`config.mk`:
```
export PLATFORM = sky130hd
export DESIGN_NAME = phy_reg_file
export DESIGN_NICKNAME = d
export VERILOG_FILES = /design/src/rtl/phy_mgmt_pkg.sv /design/src/rtl/phy_reg_file.sv
export SDC_FILE = /design/constraint.sdc
export NUM_CORES = 1
export LEC_CHECK = 0
export ABC_AREA = 1
export ABC_CLOCK_PERIOD_IN_PS = 2300
export BUFFER_PORTS_ARGS = -buffer_cell sky130_fd_sc_hd__buf_2
export CORE_ASPECT_RATIO = 1.5
export CORE_MARGIN = 4
export CORE_UTILIZATION = 37
export CTS_BUF_LIST = sky130_fd_sc_hd__clkbuf_8
export CTS_CLUSTER_DIAMETER = 40
export DETAILED_ROUTE_END_ITERATION = 16
export GPL_TIMING_DRIVEN = 0
export PLACE_DENSITY_LB_ADDON = 0.2
export SYNTH_ARGS = -nofsm -noshare
export SYNTH_HDL_FRONTEND = slang
export SYNTH_SLANG_ARGS = --single-unit
export TNS_END_PERCENT = 100
```
`constraint.sdc`:
```
create_clock -name clk -period 2.3 [get_ports clk]
set_input_delay 0 -clock clk [delete_from_list [all_inputs] [get_ports clk]]
set_output_delay 0 -clock clk [all_outputs]
set_load 0.02 [all_outputs]
```
`src/rtl/phy_mgmt_pkg.sv`:
```
// Shared constants and types for the PHY management register model.
// Assumes a 32-bit management frame with fixed field positions.
package phy_mgmt_pkg;
    localparam int FRAME_W   = 32;
    localparam int DATA_W    = 16;
    localparam int ADDR_W    = 9;
    localparam int REG_IDX_W = 5;
    localparam int OP_BIT    = 28;
    localparam int ADDR_LSB  = 18;
    localparam int MASK_W    = 8;

    localparam logic [REG_IDX_W-1:0] RA_CTRL  = 5'd0;
    localparam logic [REG_IDX_W-1:0] RA_STAT  = 5'd1;
    localparam logic [REG_IDX_W-1:0] RA_ID1   = 5'd2;
    localparam logic [REG_IDX_W-1:0] RA_ID2   = 5'd3;
    localparam logic [REG_IDX_W-1:0] RA_ADV   = 5'd4;
    localparam logic [REG_IDX_W-1:0] RA_LPA   = 5'd5;
    localparam logic [REG_IDX_W-1:0] RA_EXP   = 5'd6;
    localparam logic [REG_IDX_W-1:0] RA_ISRC  = 5'd29;
    localparam logic [REG_IDX_W-1:0] RA_IMASK = 5'd30;

    localparam logic [DATA_W-1:0] CTRL_RST   = 16'h3000;
    localparam logic [DATA_W-1:0] STAT_RST   = 16'h7809;
    localparam logic [DATA_W-1:0] ADV_RST    = 16'h01E1;
    localparam logic [DATA_W-1:0] CTRL_WMASK = 16'h7980;
    localparam logic [DATA_W-1:0] ADV_WMASK  = 16'h2D7F;
    localparam logic [DATA_W-1:0] ADV_FORCE  = 16'h0080;
    localparam logic [DATA_W-1:0] AN_DONE    = 16'h0020;
    localparam logic [DATA_W-1:0] LINK_BITS  = 16'h0024;
    localparam logic [DATA_W-1:0] VAL_ID1    = 16'h0007;
    localparam logic [DATA_W-1:0] VAL_ID2    = 16'hC0D1;
    localparam logic [DATA_W-1:0] VAL_LPA    = 16'h0F71;
    localparam logic [DATA_W-1:0] VAL_EXP    = 16'h0001;
    localparam int CTRL_SOFT_RST = 15;
    localparam int CTRL_AN_EN    = 12;

    localparam logic [MASK_W-1:0] EV_UP   = 8'hC0;
    localparam logic [MASK_W-1:0] EV_DOWN = 8'h10;

    typedef struct packed {
        logic              valid;
        logic              wr;
        logic [ADDR_W-1:0] addr;
        logic [DATA_W-1:0] data;
    } mgmt_acc_t;
endpackage

```
`src/rtl/phy_reg_file.sv`:
```
// Writable and link-dependent PHY registers.
// Assumes link_up is synchronous to clk. Writes outside 0/4/30 are dropped.
module phy_reg_file
    import phy_mgmt_pkg::*;
(
    input  logic              clk,
    input  logic              rst_n,
    input  mgmt_acc_t         acc,
    input  logic              link_up,
    output logic [DATA_W-1:0] ctrl_q,
    output logic [DATA_W-1:0] stat_q,
    output logic [DATA_W-1:0] adv_q,
    output logic [MASK_W-1:0] imask_q,
    output logic [MASK_W-1:0] isrc_q
);
    logic [DATA_W-1:0] ctrl_n, stat_n, adv_n;
    logic [MASK_W-1:0] imask_n, isrc_n;
    logic              pend_q, pend_n, link_q, apply, in_range;
    logic [REG_IDX_W-1:0] ra;

    assign in_range = (acc.addr[ADDR_W-1:REG_IDX_W] == '0);
    assign ra       = acc.addr[REG_IDX_W-1:0];
    assign apply    = pend_q || (link_up != link_q);

    // Next state: access effect first, then link refresh on top.
    always_comb begin
        ctrl_n  = ctrl_q;
        stat_n  = stat_q;
        adv_n   = adv_q;
        imask_n = imask_q;
        isrc_n  = isrc_q;
        pend_n  = 1'b0;
        if (acc.valid && acc.wr && in_range) begin
            case (ra)
                RA_CTRL: begin
                    if (acc.data[CTRL_SOFT_RST]) begin
                        ctrl_n  = CTRL_RST;
                        stat_n  = STAT_RST;
                        adv_n   = ADV_RST;
                        imask_n = '0;
                        isrc_n  = '0;
                        pend_n  = 1'b1;
                    end else begin
                        ctrl_n = acc.data & CTRL_WMASK;
                        if (acc.data[CTRL_AN_EN]) stat_n = stat_n | AN_DONE;
                    end
                end
                RA_ADV:   adv_n   = (acc.data & ADV_WMASK) | ADV_FORCE;
                RA_IMASK: imask_n = acc.data[MASK_W-1:0];
                default:  ;
            endcase
        end
        if (acc.valid && !acc.wr && in_range && ra == RA_ISRC) isrc_n = '0;
        if (apply) begin
            if (link_up) begin
                stat_n = stat_n | LINK_BITS;
                isrc_n = isrc_n | EV_UP;
            end else begin
                stat_n = stat_n & ~LINK_BITS;
                isrc_n = isrc_n | EV_DOWN;
            end
        end
    end

    // Register update; reset arms a link refresh for the next cycle.
    always_ff @(posedge clk) begin
        if (!rst_n) begin
            ctrl_q  <= CTRL_RST;
            stat_q  <= STAT_RST;
            adv_q   <= ADV_RST;
            imask_q <= '0;
            isrc_q  <= '0;
            pend_q  <= 1'b1;
            link_q  <= link_up;
        end else begin
            ctrl_q  <= ctrl_n;
            stat_q  <= stat_n;
            adv_q   <= adv_n;
            imask_q <= imask_n;
            isrc_q  <= isrc_n;
            pend_q  <= pend_n;
            link_q  <= link_up;
        end
    end


    ctrl_legal_chk: assert property (@(posedge clk) disable iff (!rst_n)
        (ctrl_q & ~CTRL_WMASK) == '0);

    adv_force_chk: assert property (@(posedge clk) disable iff (!rst_n)
        adv_q[7] == 1'b1);

    isrc_clear_chk: assert property (@(posedge clk) disable iff (!rst_n)
        (acc.valid && !acc.wr && in_range && ra == RA_ISRC && !apply) |=> isrc_q == '0);

    link_up_chk: assert property (@(posedge clk) disable iff (!rst_n)
        (apply && link_up) |=> (stat_q[5] && stat_q[2] && isrc_q[7] && isrc_q[6]));

    link_down_chk: assert property (@(posedge clk) disable iff (!rst_n)
        (apply && !link_up) |=> (!stat_q[5] && !stat_q[2] && isrc_q[4]));
endmodule

```
* Word level (Yosys, flattened, before mapping)
Cells that the tools add are included.
** Word-level totals
- Output and inout port bits :: 64
- Register bits :: 66
- Input bits :: 30
- Word-level logic and storage cells :: 54
** Cells by class
- Eq/ne operators :: 5
- Muxes and demuxes :: 20
- Reduce and logical (&&, ||, !) cells :: 20
** Operators by type and width (number)
- 16-bit two-way mux :: 4
- 8-bit two-way mux :: 7
- 16-bit one-hot mux with 2 select lines :: 1
- 6-bit two-way mux :: 3
- 8-bit one-hot mux with 2 select lines :: 1
- 15-bit two-way mux :: 1
- 3-bit AND reduction :: 4
- 5-bit == test (second input constant) :: 2
- 2-bit nonzero test :: 5
- 5-bit by 3-bit == test with 1-bit output (second input constant) :: 1
- 1-bit logical AND :: 5
- 5-bit zero test :: 1
- 4-bit zero test :: 1
- 1-bit two-way mux :: 3
- 3-bit nonzero test :: 1
- 2-bit != test (second input constant) :: 1
- 2-bit AND reduction :: 1
- 1-bit zero test :: 1
- 1-bit logical OR :: 1
- 1-bit != test :: 1

* Longest topological paths before layout
Gate-level depths: netlist of the first run.
- Depth after elaboration :: 7
- Mapped depth :: 8
- Gate-level depth less buffers :: 8

* Least setup slack after synthesis of the first run
No wires, ideal clock.
- Kind :: register to register
- Start :: register link_q
- End :: register stat_q[5]
- Path buffers :: 0
- Setup time :: 0.113 ns
- Cell stages (with the launch flop) :: 8
- Setup slack :: 1.417 ns
- Arrival :: 0.770 ns
- Data required time :: 2.187 ns
- Period minus slack after synthesis :: 0.883 ns
- Cells stage by stage :: dfxtp_1 nor2_1 nor2_1 nand2_1 nor2_1 nand2_1 nand3_1 nor2_1
** Between the ends
- Cells in the longest elaborated chain, start to end :: 4
- Elaborated cells on any way between the ends :: 7
- Those cells by class :: eq/ne (1); mux (1); reduce/logical (5)
** Ends and longest elaborated chain
- start, declared :: RTL line phy_reg_file.sv:18 : logic pend_q, pend_n, link_q, apply, in_range;
- start signal, assigned :: RTL line phy_reg_file.sv:74 : link_q <= link_up;
- start signal, assigned :: RTL line phy_reg_file.sv:82 : link_q <= link_up;
- 1-bit != test (*) :: RTL line phy_reg_file.sv:23 : assign apply = pend_q || (link_up != link_q);
- 1-bit logical OR (*) :: RTL line phy_reg_file.sv:23
- 3-bit nonzero test (no line) or 2-bit nonzero test (tied branches)
- 3-bit AND reduction (no line)
- end signal, assigned :: RTL line phy_reg_file.sv:77 : stat_q <= stat_n;
- end, declared :: RTL line phy_reg_file.sv:11 : output logic [DATA_W-1:0] stat_q,
Mark *: on every way between the ends. The rest lies on a longest branch, timed or not.
A chain may end at the register's enable or synchronous reset.

* Worst setup path after layout of the first run
- Start :: input port acc[18] (netlist name)
- End :: register adv_q[4]
** Between the ends
- Cells in the longest elaborated chain, start to end :: 3
- Elaborated cells on any way between the ends :: 6
- Those cells by class :: eq/ne (2); mux (1); reduce/logical (3)
** Ends and longest elaborated chain
- start, declared :: RTL line phy_reg_file.sv:8 : input mgmt_acc_t acc,
- 5-bit by 3-bit == test with 1-bit output or 5-bit zero test (tied branches) :: RTL line phy_reg_file.sv:34 : case (ra)
- 2-bit nonzero test (no line) or 2-bit != test (tied branches)
- 3-bit AND reduction (no line)
- end signal, assigned :: RTL line phy_reg_file.sv:78 : adv_q <= adv_n;
- end, declared :: RTL line phy_reg_file.sv:12 : output logic [DATA_W-1:0] adv_q,
Several ways; a longest one is shown, not always the timed one.

==> parameters.txt, run 1 <==
Parameter                              Value

Pwr
  Combinational Power Share    16.3%
  Power density cells    546 nW/µm²
  Fraction of power spent switching nets    25.6%
  Leak Pwr    1.30 nW
  Clock share of power    39.9%
  Fraction of power consumed by sequential logic    43.7%
  Net switching power figure    0.000333 W
  Cell Int Power    0.000968 W
  Worst IR Drop VDD    0.401 mV

Synthesis
  Number of synthesized flops with an enable pin    0
  Portion of the post-synthesis area used by sequential elements    37.5%
  Prevailing post-synth register cell    sky130_fd_sc_hd__dfxtp_1
  Post-synthesis cell count    227
  Synthesis warning total    0
  Leading post-synthesis cells by cell area    sky130_fd_sc_hd__dfxtp_1, sky130_fd_sc_hd__buf_4, sky130_fd_sc_hd__nand2_1
  Yosys top cell by area    sky130_fd_sc_hd__dfxtp_1
  Total of flip-flops plus latches after synthesis    32
  Share of async-settable or async-resettable flops after synthesis    0%
  Top cells by instance count after synthesis    sky130_fd_sc_hd__nand2_1, sky130_fd_sc_hd__buf_4, sky130_fd_sc_hd__dfxtp_1
  Mean instance size in the synthesized netlist    7.53 µm²
  Proportion of netlist area held by the largest area contributor    37.5%
  Combined area of all synthesized cells    1710 µm²
  Count of distinct cell types in the synthesized netlist    26
  Count leader, synth    sky130_fd_sc_hd__nand2_1

Finish
  Nets    363
  Final non-filler cell total    382
  Area added between synthesis and finish    39.4%
  Number of inserted diodes    0
  Filler Cell Count    483
  Core Util, Final    52.9%
  Layout cells sized above 1    35.0%

Route
  Number of DRC violations after detailed-routing iteration 0    63
  Average routed wire per standard cell    11.2 µm
  Number of vias after detailed routing    1,664
  Vias per cell    4.36
  Total Routed Length    4270 µm
  1st-pass router iterations    4
  Number of remaining DRC errors    0
  Routed Antenna Nets    0

Critical path
  Cell-by-cell listing of the critical path    dlygate4sd3_1, buf_6, inv_2, nand4_2, buf_6, nand3_4, a21oi_1, dlygate4sd3_1, nor2_1
  Maximum cell stage delay along the critical path    580 ps
  Critical path buffers and inverters    5
  FF-to-FF path depth    5
  CP max stage cell    sky130_fd_sc_hd__dlygate4sd3_1
  Kind of end point of the critical path    flip-flop
  Data arrival time of the worst path    1950 ps
  R2R Setup Slk    1340 ps
  Family with the most delay on the worst path    buffers and inverters
  Category of the critical setup timing path    input port to flip-flop
  R2r startpoint    link_q
  WP data required    2480 ps
  Number of gates on the worst path with buffers counted    9
  Type of element launching the critical path    input port
  Maximum fanout encountered on the critical timing path    10
  RR Endpoint    stat_q[2]

Timing
  Fin Hold WS    -5.10 ps
  RSZ-0062 raised after global routing    false
  Final min period    1770 ps
  Final setup fails    0
  Period utilization    76.8%
  Final TNS setup    0 ps
  Maximum achievable frequency    0.566 GHz
  Number of pins exceeding their max-slew limit in the final report    0
  Endpoints failing hold    1
  Final setup skew    0.946 ps

Floorplanning
  Floorplan row count    30
  Die Outline Area    5790 µm²
  Core region area    4500 µm²
  Effective utilization at floorplan    37.9%
  I/O pins    94
  Die height    91.2 µm
  Horizontal die dimension    63.5 µm

Status
  Violations in the final reports    hold timing
  Result of the run    complete, but fails checks

CTS
  Number of clock sinks seen by CTS    32
  CTS H-tree depth    2
  Clk slew on worst S/H paths    60 ps
  Number of post-CTS setup repair buffers    0
  Clock root cell    sky130_fd_sc_hd__clkbuf_8
  Clock network latency to the later pin of the worst-skew pair    280 ps
  TritonCTS buffer count    5
  Longest Clk Path Bufs    2
  TritonCTS clock tree    built

Job
  Max-cap check violation count    0

Placement
  Hpwl dp    3280 µm
  Count of port buffers added during placement    57
  Placed cells    364
  Final weighted congestion in routability-driven placement    0.751

Hold path
  Hold Path Depth    3
  Worst Hold Endpoint    adv_q[13]
  Hold WC Path Type    input port to flip-flop
  HP Start    acc[13]

Global route
  Number of global-route vias before repair    1,594
  Total overflow reported by the global router    0
  Antenna violations before repair    0
  Maximum number of pins on one net before global-route repair    11
  Total routing resource utilization after global routing    15.0%
  Global-route wire length before repair    6940 µm
power groups by stage:
stage,logic [W],clock network (W),registers [W]
2_1_floorplan,0.000139,0,0.000590
3_3_place_gp,0.000199,0,0.000581
3_5_place_dp,0.000200,0,0.000581
4_1_cts,0.000211,0.000531,0.000569
5_1_grt,0.000231,0.000550,0.000570
6_report,0.000213,0.000519,0.000569
worst max path at each step:
stage | startpoint | to | slack [ps]
CTS | acc[18] | adv_q[2] | 600
finish | acc[18] | adv_q[4] | 530
floorplan | link_q | stat_q[5] | 1420
detailed placement | acc[22] | imask_q[4] | 1120
global route | acc[18] | adv_q[4] | 460
global placement | acc[22] | imask_q[4] | 1130
final cells by class:
cell class              count  area [µm²]  share of cell area [%]
multi-input cells         168         816                    34.2
flip-flops and latches     32         641                    26.9
repair buffers             67         385                    16.2
plain buffers              39         298                    12.5
inverters                  20        75.1                    3.15
clock buffers               5        68.8                    2.89
well taps                  48        60.1                    2.52
clock inverters             3        38.8                    1.63
flip-flops by register name, indices dropped and copies added, names as in the netlist:
signal	flops
adv_q	11
imask_q	8
ctrl_q	6
isrc_q	3
stat_q	2
link_q	1
pend_q	1
through the flow:
| step | total power [W] | instance area (µm²) | hold slack, ps | setup WS (ps) |
|---|---|---|---|---|
| detailed placement | 0.000781 | 2170 | 144 | 1120 |
| finish | 0.00130 | 2380 | -5.10 | 534 |
| global route | 0.00135 | 2380 | 4.89 | 455 |
| CTS | 0.00131 | 2380 | 0.133 | 601 |
| global placement | 0.000780 | 2170 | 132 | 1130 |
| floorplan | 0.000729 | 1830 | 27.7 | 1420 |
cells in the final DEF (no fill, tap or decap), drive strengths merged:
| cell type | count |
|---|---|
| nand4 | 9 |
| conb | 34 |
| clkinv | 1 |
| a21oi | 19 |
| nor2 | 27 |
| dlygate4sd3 | 10 |
| or2 | 1 |
| nand3 | 14 |
| clkbuf | 6 |
| inv | 21 |
| dfxtp | 32 |
| nand2 | 52 |
| o211ai | 5 |
| bufinv | 1 |
| nand3b | 1 |
| o21ai | 5 |
| nor3b | 1 |
| buf | 95 |
worst reg2reg max path: cells and delay by family, from the launching register on:
| family | cells | cell delay (ps) |
|---|---|---|
| compound gates | 1 | 110 |
| simple gates | 4 | 400 |
| flops | 1 | 330 |
logic make-up (layout without fill, tap and decap cells):
logic type | count (synthesis) | after routing | synth area share, %
and+or+nand+nor | 105 | 105 | 30.6
buffers and inverters | 59 | 134 | 21.8
DFF | 32 | 32 | 37.5
AOI/OAI and AO/OA | 29 | 29 | 9.66
other | 2 | 34 | 0.439
what timing repair did:
item                                   in CTS  in global routing
gates resized for setup                     0                  0
endpoints found under the hold margin       8                  0
hold buffers                               10                  0
per-layer routing:
layer / part of all wire [%] / vias up / GRT usage, %
li1: - / 869 / -
met1: 36 / 705 / 15.6
met2: 51 / 77 / 26.5
met3: 9.2 / 13 / 4.21
met4: 3.8 / 0 / 8.29
met5: 0 / - / 0
No activity file was read; power rests on OpenSTA's default activity.
==> run 2, diff against run 1 <==
- ABC_CLOCK_PERIOD_IN_PS: 2300 -> 1800
- clock period: 2.3 -> 1.8 ns (I/O delays scaled with it)
==> run 2 against run 1 <==
  * The run still ends with hold timing left
  * Clock-buffer cell count is the same
  * Register-to-register slack lost 500 ps
  * Non-clock buffer count rose by 2
  * Clock skew is essentially flat
  * Hold slack worse by 4.4 ps
  * Power up 28%
  * Sequential cell count did not move
  * Via count hardly changed
  * Wire length down 0.33%
  * Core utilization is 0.50 points higher
  * Worst setup slack got worse by 430 ps
  * Critical path type unchanged
==> parameters.txt, run 2 (synthesis results as in run 1) <==
Parameter                              Value

Status
  Result of the run    complete, but fails checks
  Violations in the final reports    hold timing

Placement
  Placed Area    2170 µm² (unchanged)
  Placed cells    364 (unchanged)
  Worst slack, placed    616 ps (-500 ps)
  Final weighted congestion in routability-driven placement    0.751 (unchanged)
  Hpwl dp    3280 µm (unchanged)
  Count of port buffers added during placement    57 (unchanged)

Finish
  Area added between synthesis and finish    40.7%
  Top library cells by usage in the layout, fill and taps aside    sky130_fd_sc_hd__buf_2, sky130_fd_sc_hd__nand2_1, sky130_fd_sc_hd__buf_4, sky130_fd_sc_hd__conb_1, sky130_fd_sc_hd__dfxtp_1
  Nets    365 (+0.55%)
  Final non-filler cell total    384 (+0.52%)
  Most frequent standard cell in the layout excluding fill and tap cells    sky130_fd_sc_hd__buf_2
  Final standard cell area without fillers    2400 µm² (+0.95%)
  Number of flip-flops under the largest register name    11 (unchanged)
  Layout cells sized above 1    35.7% (+0.68 points)
  Registers with the most flip-flops    adv_q (11), imask_q (8), ctrl_q (6)
  Number of inserted diodes    0 (unchanged)
  Largest reg by FF count    adv_q

CTS
  Number of clock sinks seen by CTS    32 (unchanged)
  Clock root cell    sky130_fd_sc_hd__clkbuf_8
  TritonCTS buffer count    5 (unchanged)
  CTS H-tree depth    2 (unchanged)
  Clk slew on worst S/H paths    60 ps (about the same)
  TritonCTS clock tree    built
  Clock network latency to the later pin of the worst-skew pair    280 ps (about the same)
  Longest Clk Path Bufs    2 (unchanged)

Route
  Average routed wire per standard cell    11.1 µm (-0.85%)
  Number of remaining DRC errors    0 (unchanged)
  Number of vias after detailed routing    1,665 (+0.060%)
  Total Routed Length    4260 µm (-0.33%)
  Routed Antenna Nets    0 (unchanged)
  Number of DRC violations after detailed-routing iteration 0    53 (-16%)
  Vias per cell    4.34 (-0.46%)
  1st-pass router iterations    4 (unchanged)

Floorplanning
  I/O pins    94 (unchanged)
  Floorplan row count    30 (unchanged)
  Effective utilization at floorplan    37.9% (unchanged)
  Horizontal die dimension    63.5 µm (unchanged)
  Die height    91.2 µm (unchanged)
  Die Outline Area    5790 µm² (unchanged)
  Core region area    4500 µm² (unchanged)

Global route
  Maximum number of pins on one net before global-route repair    11 (unchanged)
  Global-route wire length before repair    6940 µm (unchanged)
  Antenna violations before repair    0 (unchanged)
  Total overflow reported by the global router    0 (unchanged)
  Number of global-route vias before repair    1,594 (unchanged)
  Total routing resource utilization after global routing    15.0% (unchanged)

Hold path
  Hold WC Path Type    input port to flip-flop
  HP Start    acc[13]
  Hold Path Depth    3 (unchanged)
  Worst Hold Endpoint    adv_q[13]

Timing
  Endpoints failing hold    1 (unchanged)
  Final setup fails    0 (unchanged)
  Final TNS setup    0 ps (unchanged)
  Setup ws final    105 ps (-430 ps)
  Period utilization    94.2%
  RSZ-0062 raised after global routing    false
  Final setup skew    0.758 ps (-0.188 ps)
  Maximum achievable frequency    0.590 GHz
  Number of pins exceeding their max-slew limit in the final report    0 (unchanged)
  Final min period    1700 ps
  Fin Hold WS    -9.50 ps (-4.39 ps)

Critical path
  RR Endpoint    stat_q[2]
  Category of the critical setup timing path    input port to flip-flop
  FF-to-FF path depth    5 (unchanged)
  Kind of end point of the critical path    flip-flop
  R2R Setup Slk    840 ps (-500 ps)
  Maximum fanout encountered on the critical timing path    10 (unchanged)
  Data arrival time of the worst path    1880 ps (-70 ps)
  WP data required    1980 ps (-500 ps)
  Type of element launching the critical path    input port
  R2r startpoint    link_q

Pwr
  Leak Pwr    1.31 nW (+0.74%)
  Clock share of power    39.8% (about the same)
  Fraction of power spent switching nets    25.5% (-0.13 points)
  Combinational Power Share    16.4% (about the same)
  Cell Int Power    0.00124 W (+28%)
  Worst IR Drop VDD    0.512 mV (+28%)
  Fraction of power consumed by sequential logic    43.8% (about the same)
  Power density cells    690 nW/µm² (+26%)
  Net switching power figure    0.000422 W (+27%)

Job
  Max-cap check violation count    0 (unchanged)
run 2: cell types whose count changed in the layout (fill, tap and decap cells not counted):
cell / delta
sky130_fd_sc_hd__buf_4: +2
sky130_fd_sc_hd__a21oi_1: -1
sky130_fd_sc_hd__a21oi_2: +1
sky130_fd_sc_hd__buf_6: -1
sky130_fd_sc_hd__buf_8: +1
run 2: worst max path at each step:
stage                  from    endpoint  slack, ps  depth (start not counted)
finish              acc[18]    adv_q[2]        100                          9
detailed placement  acc[22]  imask_q[4]        620                          7
global placement    acc[22]  imask_q[4]        630                          7
CTS                 acc[18]    adv_q[2]        100                          9
global route        acc[18]    adv_q[2]         40                          9
floorplan            link_q   stat_q[5]        920                          7
run 2: metrics by stage:
step	util, %	total power (W)
after detailed placement	48.3	0.000998
after floorplan	-	0.000931
after CTS	52.9	0.00167
after global routing	53.4	0.00173
final	53.4	0.00166
after global placement	48.3	0.000997
run 2: area by class of cell:
| class | instances | area [µm²] |
|---|---|---|
| Buffer | 39 | 302 |
| Clock buffer | 5 | 68.8 |
| Clock inverter | 3 | 38.8 |
| Fill cell | 479 | 2100 |
| Inverter | 20 | 75.1 |
| Multi-Input combinational cell | 168 | 820 |
| Sequential cell | 32 | 641 |
| Tap cell | 48 | 60.1 |
| Timing Repair Buffer | 69 | 400 |
run 2: worst max-delay path: stages:
cell and delay, ps:
sky130_fd_sc_hd__dlygate4sd3_1 550, sky130_fd_sc_hd__buf_6 140, sky130_fd_sc_hd__inv_2 60, sky130_fd_sc_hd__nand4_2 110, sky130_fd_sc_hd__buf_8 160, sky130_fd_sc_hd__nand3_4 110
sky130_fd_sc_hd__a21oi_1 140, sky130_fd_sc_hd__dlygate4sd3_1 570, sky130_fd_sc_hd__nor2_1 40
run 2: repair_timing:
item	CTS	global route
hold buffers	10	0
resized for setup	0	2
endpoints found under the hold margin	8	0
setup endpoints to repair	0	2
buffers inserted	0	2
run 2: power by group through the flow:
| stage | Sequential, W | Clock, W | Combinational, W |
|---|---|---|---|
| floorplan | 0.000754 | 0 | 0.000177 |
| global placement | 0.000742 | 0 | 0.000255 |
| detailed placement | 0.000742 | 0 | 0.000256 |
| CTS | 0.000727 | 0.000678 | 0.000270 |
| global route | 0.000728 | 0.000703 | 0.000296 |
| finish | 0.000727 | 0.000659 | 0.000273 |
run 2: layer usage:
layer	vias to the layer above	global-route usage (%)	part of all wire, %
met4	0	8.29	3.5
met1	700	15.6	36
met3	12	4.21	9.4
li1	875	-	-
met2	78	26.5	51
met5	-	0	0
==> run 3, diff against run 2 <==
- GPL_TIMING_DRIVEN: 0 -> default
==> run 3 against run 2 <==
  * The flow now finishes without violations
  * Non-clock buffer count shrank 42
  * Power decreased by 4.0%
  * Largest power group unchanged
  * Final area is 14% lower
  * Wire length decreased by 5.9%
  * Register-to-register slack is essentially flat
  * Critical path depth grew 1
  * Maximum frequency grew 54%
  * Core utilization down 7.5 points
  * Sequential share of layout area rose by 4.4 points
  * Clock power barely moved
  * Die area stayed put
==> parameters.txt, run 3 (synthesis results as in run 1) <==
Parameter                              Value

Floorplanning
  Die Outline Area    5790 µm² (unchanged)
  I/O pins    94 (unchanged)
  Core region area    4500 µm² (unchanged)
  Effective utilization at floorplan    37.9% (unchanged)
  Die height    91.2 µm (unchanged)
  Horizontal die dimension    63.5 µm (unchanged)
  Floorplan row count    30 (unchanged)

Route
  Total Routed Length    4010 µm (-5.9%)
  1st-pass router iterations    4 (unchanged)
  Routed Antenna Nets    0 (unchanged)
  Vias per cell    4.51 (+3.9%)
  Number of DRC violations after detailed-routing iteration 0    41 (-23%)
  Number of vias after detailed routing    1,541 (-7.4%)
  Average routed wire per standard cell    11.7 µm (+5.6%)
  Number of remaining DRC errors    0 (unchanged)

Timing
  RSZ-0062 raised after global routing    false
  Slew at the pin closest to its max-slew limit    515 ps
  Number of pins exceeding their max-slew limit in the final report    0 (unchanged)
  Endpoints failing hold    0 (-1)
  Final setup skew    2.02 ps (+1.27 ps)
  Final TNS setup    0 ps (unchanged)
  Period utilization    61.1% (-33 points)
  Final setup fails    0 (unchanged)
  Worst slew slack as a fraction of its limit    65.6%
  Maximum achievable frequency    0.910 GHz (+54%)
  Final min period    1100 ps (-596 ps)

CTS
  TritonCTS buffer count    5 (unchanged)
  TritonCTS clock tree    built
  CTS H-tree depth    2 (unchanged)
  Post-CTS Hold Fix Bufs    7 (-3)
  Number of clock sinks seen by CTS    32 (unchanged)
  Clock network latency to the later pin of the worst-skew pair    280 ps (about the same)
  Number of post-CTS setup repair buffers    0 (unchanged)
  Clk slew on worst S/H paths    60 ps (about the same)
  Longest Clk Path Bufs    2 (unchanged)
  Clock root cell    sky130_fd_sc_hd__clkbuf_8
  Number of instances resized during post-cts repair    0 (unchanged)

Finish
  Most frequent standard cell in the layout excluding fill and tap cells    sky130_fd_sc_hd__buf_2
  Top library cells by usage in the layout, fill and taps aside    sky130_fd_sc_hd__buf_2, sky130_fd_sc_hd__nand2_1, sky130_fd_sc_hd__conb_1, sky130_fd_sc_hd__dfxtp_1, sky130_fd_sc_hd__nor2_1
  Layout cells sized above 1    27.6% (-8.2 points)
  Filler Cell Count    479 (unchanged)
  Core Util, Final    45.9% (-7.5 points)
  Nets    323 (-12%)
  Number of inserted diodes    0 (unchanged)
  Largest reg by FF count    adv_q
  Registers with the most flip-flops    adv_q (11), imask_q (8), ctrl_q (6)
  Number of flip-flops under the largest register name    11 (unchanged)
  Area taken by flip-flops and latches    641 µm² (unchanged)
  Multi-input gate area in the final layout    816 µm² (-0.46%)
  Area added between synthesis and finish    20.9%

Global route
  Total overflow reported by the global router    0 (unchanged)
  Antenna violations before repair    0 (unchanged)
  Total routing resource utilization after global routing    13.8% (-1.2 points)
  Global-route wire length before repair    6290 µm (-9.4%)
  Number of global-route vias before repair    1,339 (-16%)
  Maximum number of pins on one net before global-route repair    18 (+7)

Placement
  Final weighted congestion in routability-driven placement    0.753 (+0.27%)
  Hpwl dp    3040 µm (-7.4%)
  Count of port buffers added during placement    58 (+1.8%)

Pwr
  Power after layout    0.00159 W (-4.0%)
  Power density cells    771 nW/µm² (+12%)
  Worst IR Drop VDD    0.479 mV (-6.5%)
  Leak Pwr    1.09 nW (-17%)

Hold path
  Hold Path Depth    3 (unchanged)
  Hold WC Path Type    input port to flip-flop

Critical path
  FF-to-FF path depth    7 (+2)
  R2R Setup Slk    830 ps (about the same)
  Type of element launching the critical path    input port
  WP data required    1970 ps (about the same)
  Category of the critical setup timing path    input port to flip-flop
  Data arrival time of the worst path    1270 ps (-610 ps)
  Kind of end point of the critical path    flip-flop
  Maximum fanout encountered on the critical timing path    4 (-6)

Status
  Result of the run    completed

Job
  Max-cap check violation count    0 (unchanged)
## run 3: layer usage
metal | GRT usage [%] | share of wire [%] | wire length (µm) | vias up
met2 | 23.5 | 50 | 2020 | 67
met1 | 14.9 | 38 | 1520 | 670
met4 | 7.75 | 3.3 | 132 | 0
met5 | 0 | 0 | 0 | -
met3 | 4.21 | 8.3 | 332 | 11
li1 | - | - | - | 793
## run 3: stage by stage
stage	std cells	instance area, µm²	hold WS [ps]	setup WS, ps
after floorplan	259	1830	27.7	917
after global placement	327	1890	132	520
after detailed placement	327	1890	137	516
after CTS	342	2070	1.69	719
after global routing	342	2070	11.8	590
final	342	2070	2.62	701
## run 3: worst max-delay path, cell delays in order
cell and delay, ps:
sky130_fd_sc_hd__dlygate4sd3_1 530, sky130_fd_sc_hd__buf_2 130, sky130_fd_sc_hd__inv_1 80, sky130_fd_sc_hd__nor2_1 40, sky130_fd_sc_hd__nor2_1 110, sky130_fd_sc_hd__nand2_1 120
sky130_fd_sc_hd__nor2_1 100, sky130_fd_sc_hd__nand2_1 60, sky130_fd_sc_hd__nand3_1 60, sky130_fd_sc_hd__nor2_1 40
## run 3: final timing paths
check / to / startpoint
setup reg to reg: stat_q[5] / link_q
hold / removal: adv_q[13] / acc[13]
setup / recovery: stat_q[5] / link_up
hold reg to reg: imask_q[0] / imask_q[0]
## run 3: final cells by class
type	count	share of cell area, %
sequential	32	31.0
tap	48	2.91
inverter	20	3.63
timing repair buffer	66	17.8
multi-input combinational	168	39.5
clock inverter	3	1.88
clock buffer	5	3.33
## run 3: power breakdown
group | internal (W) | switching [W]
Sequential | 0.000721 | 0.00000567
Combinational | 0.0000573 | 0.000149
Clock | 0.000405 | 0.000255
Total | 0.00118 | 0.000410
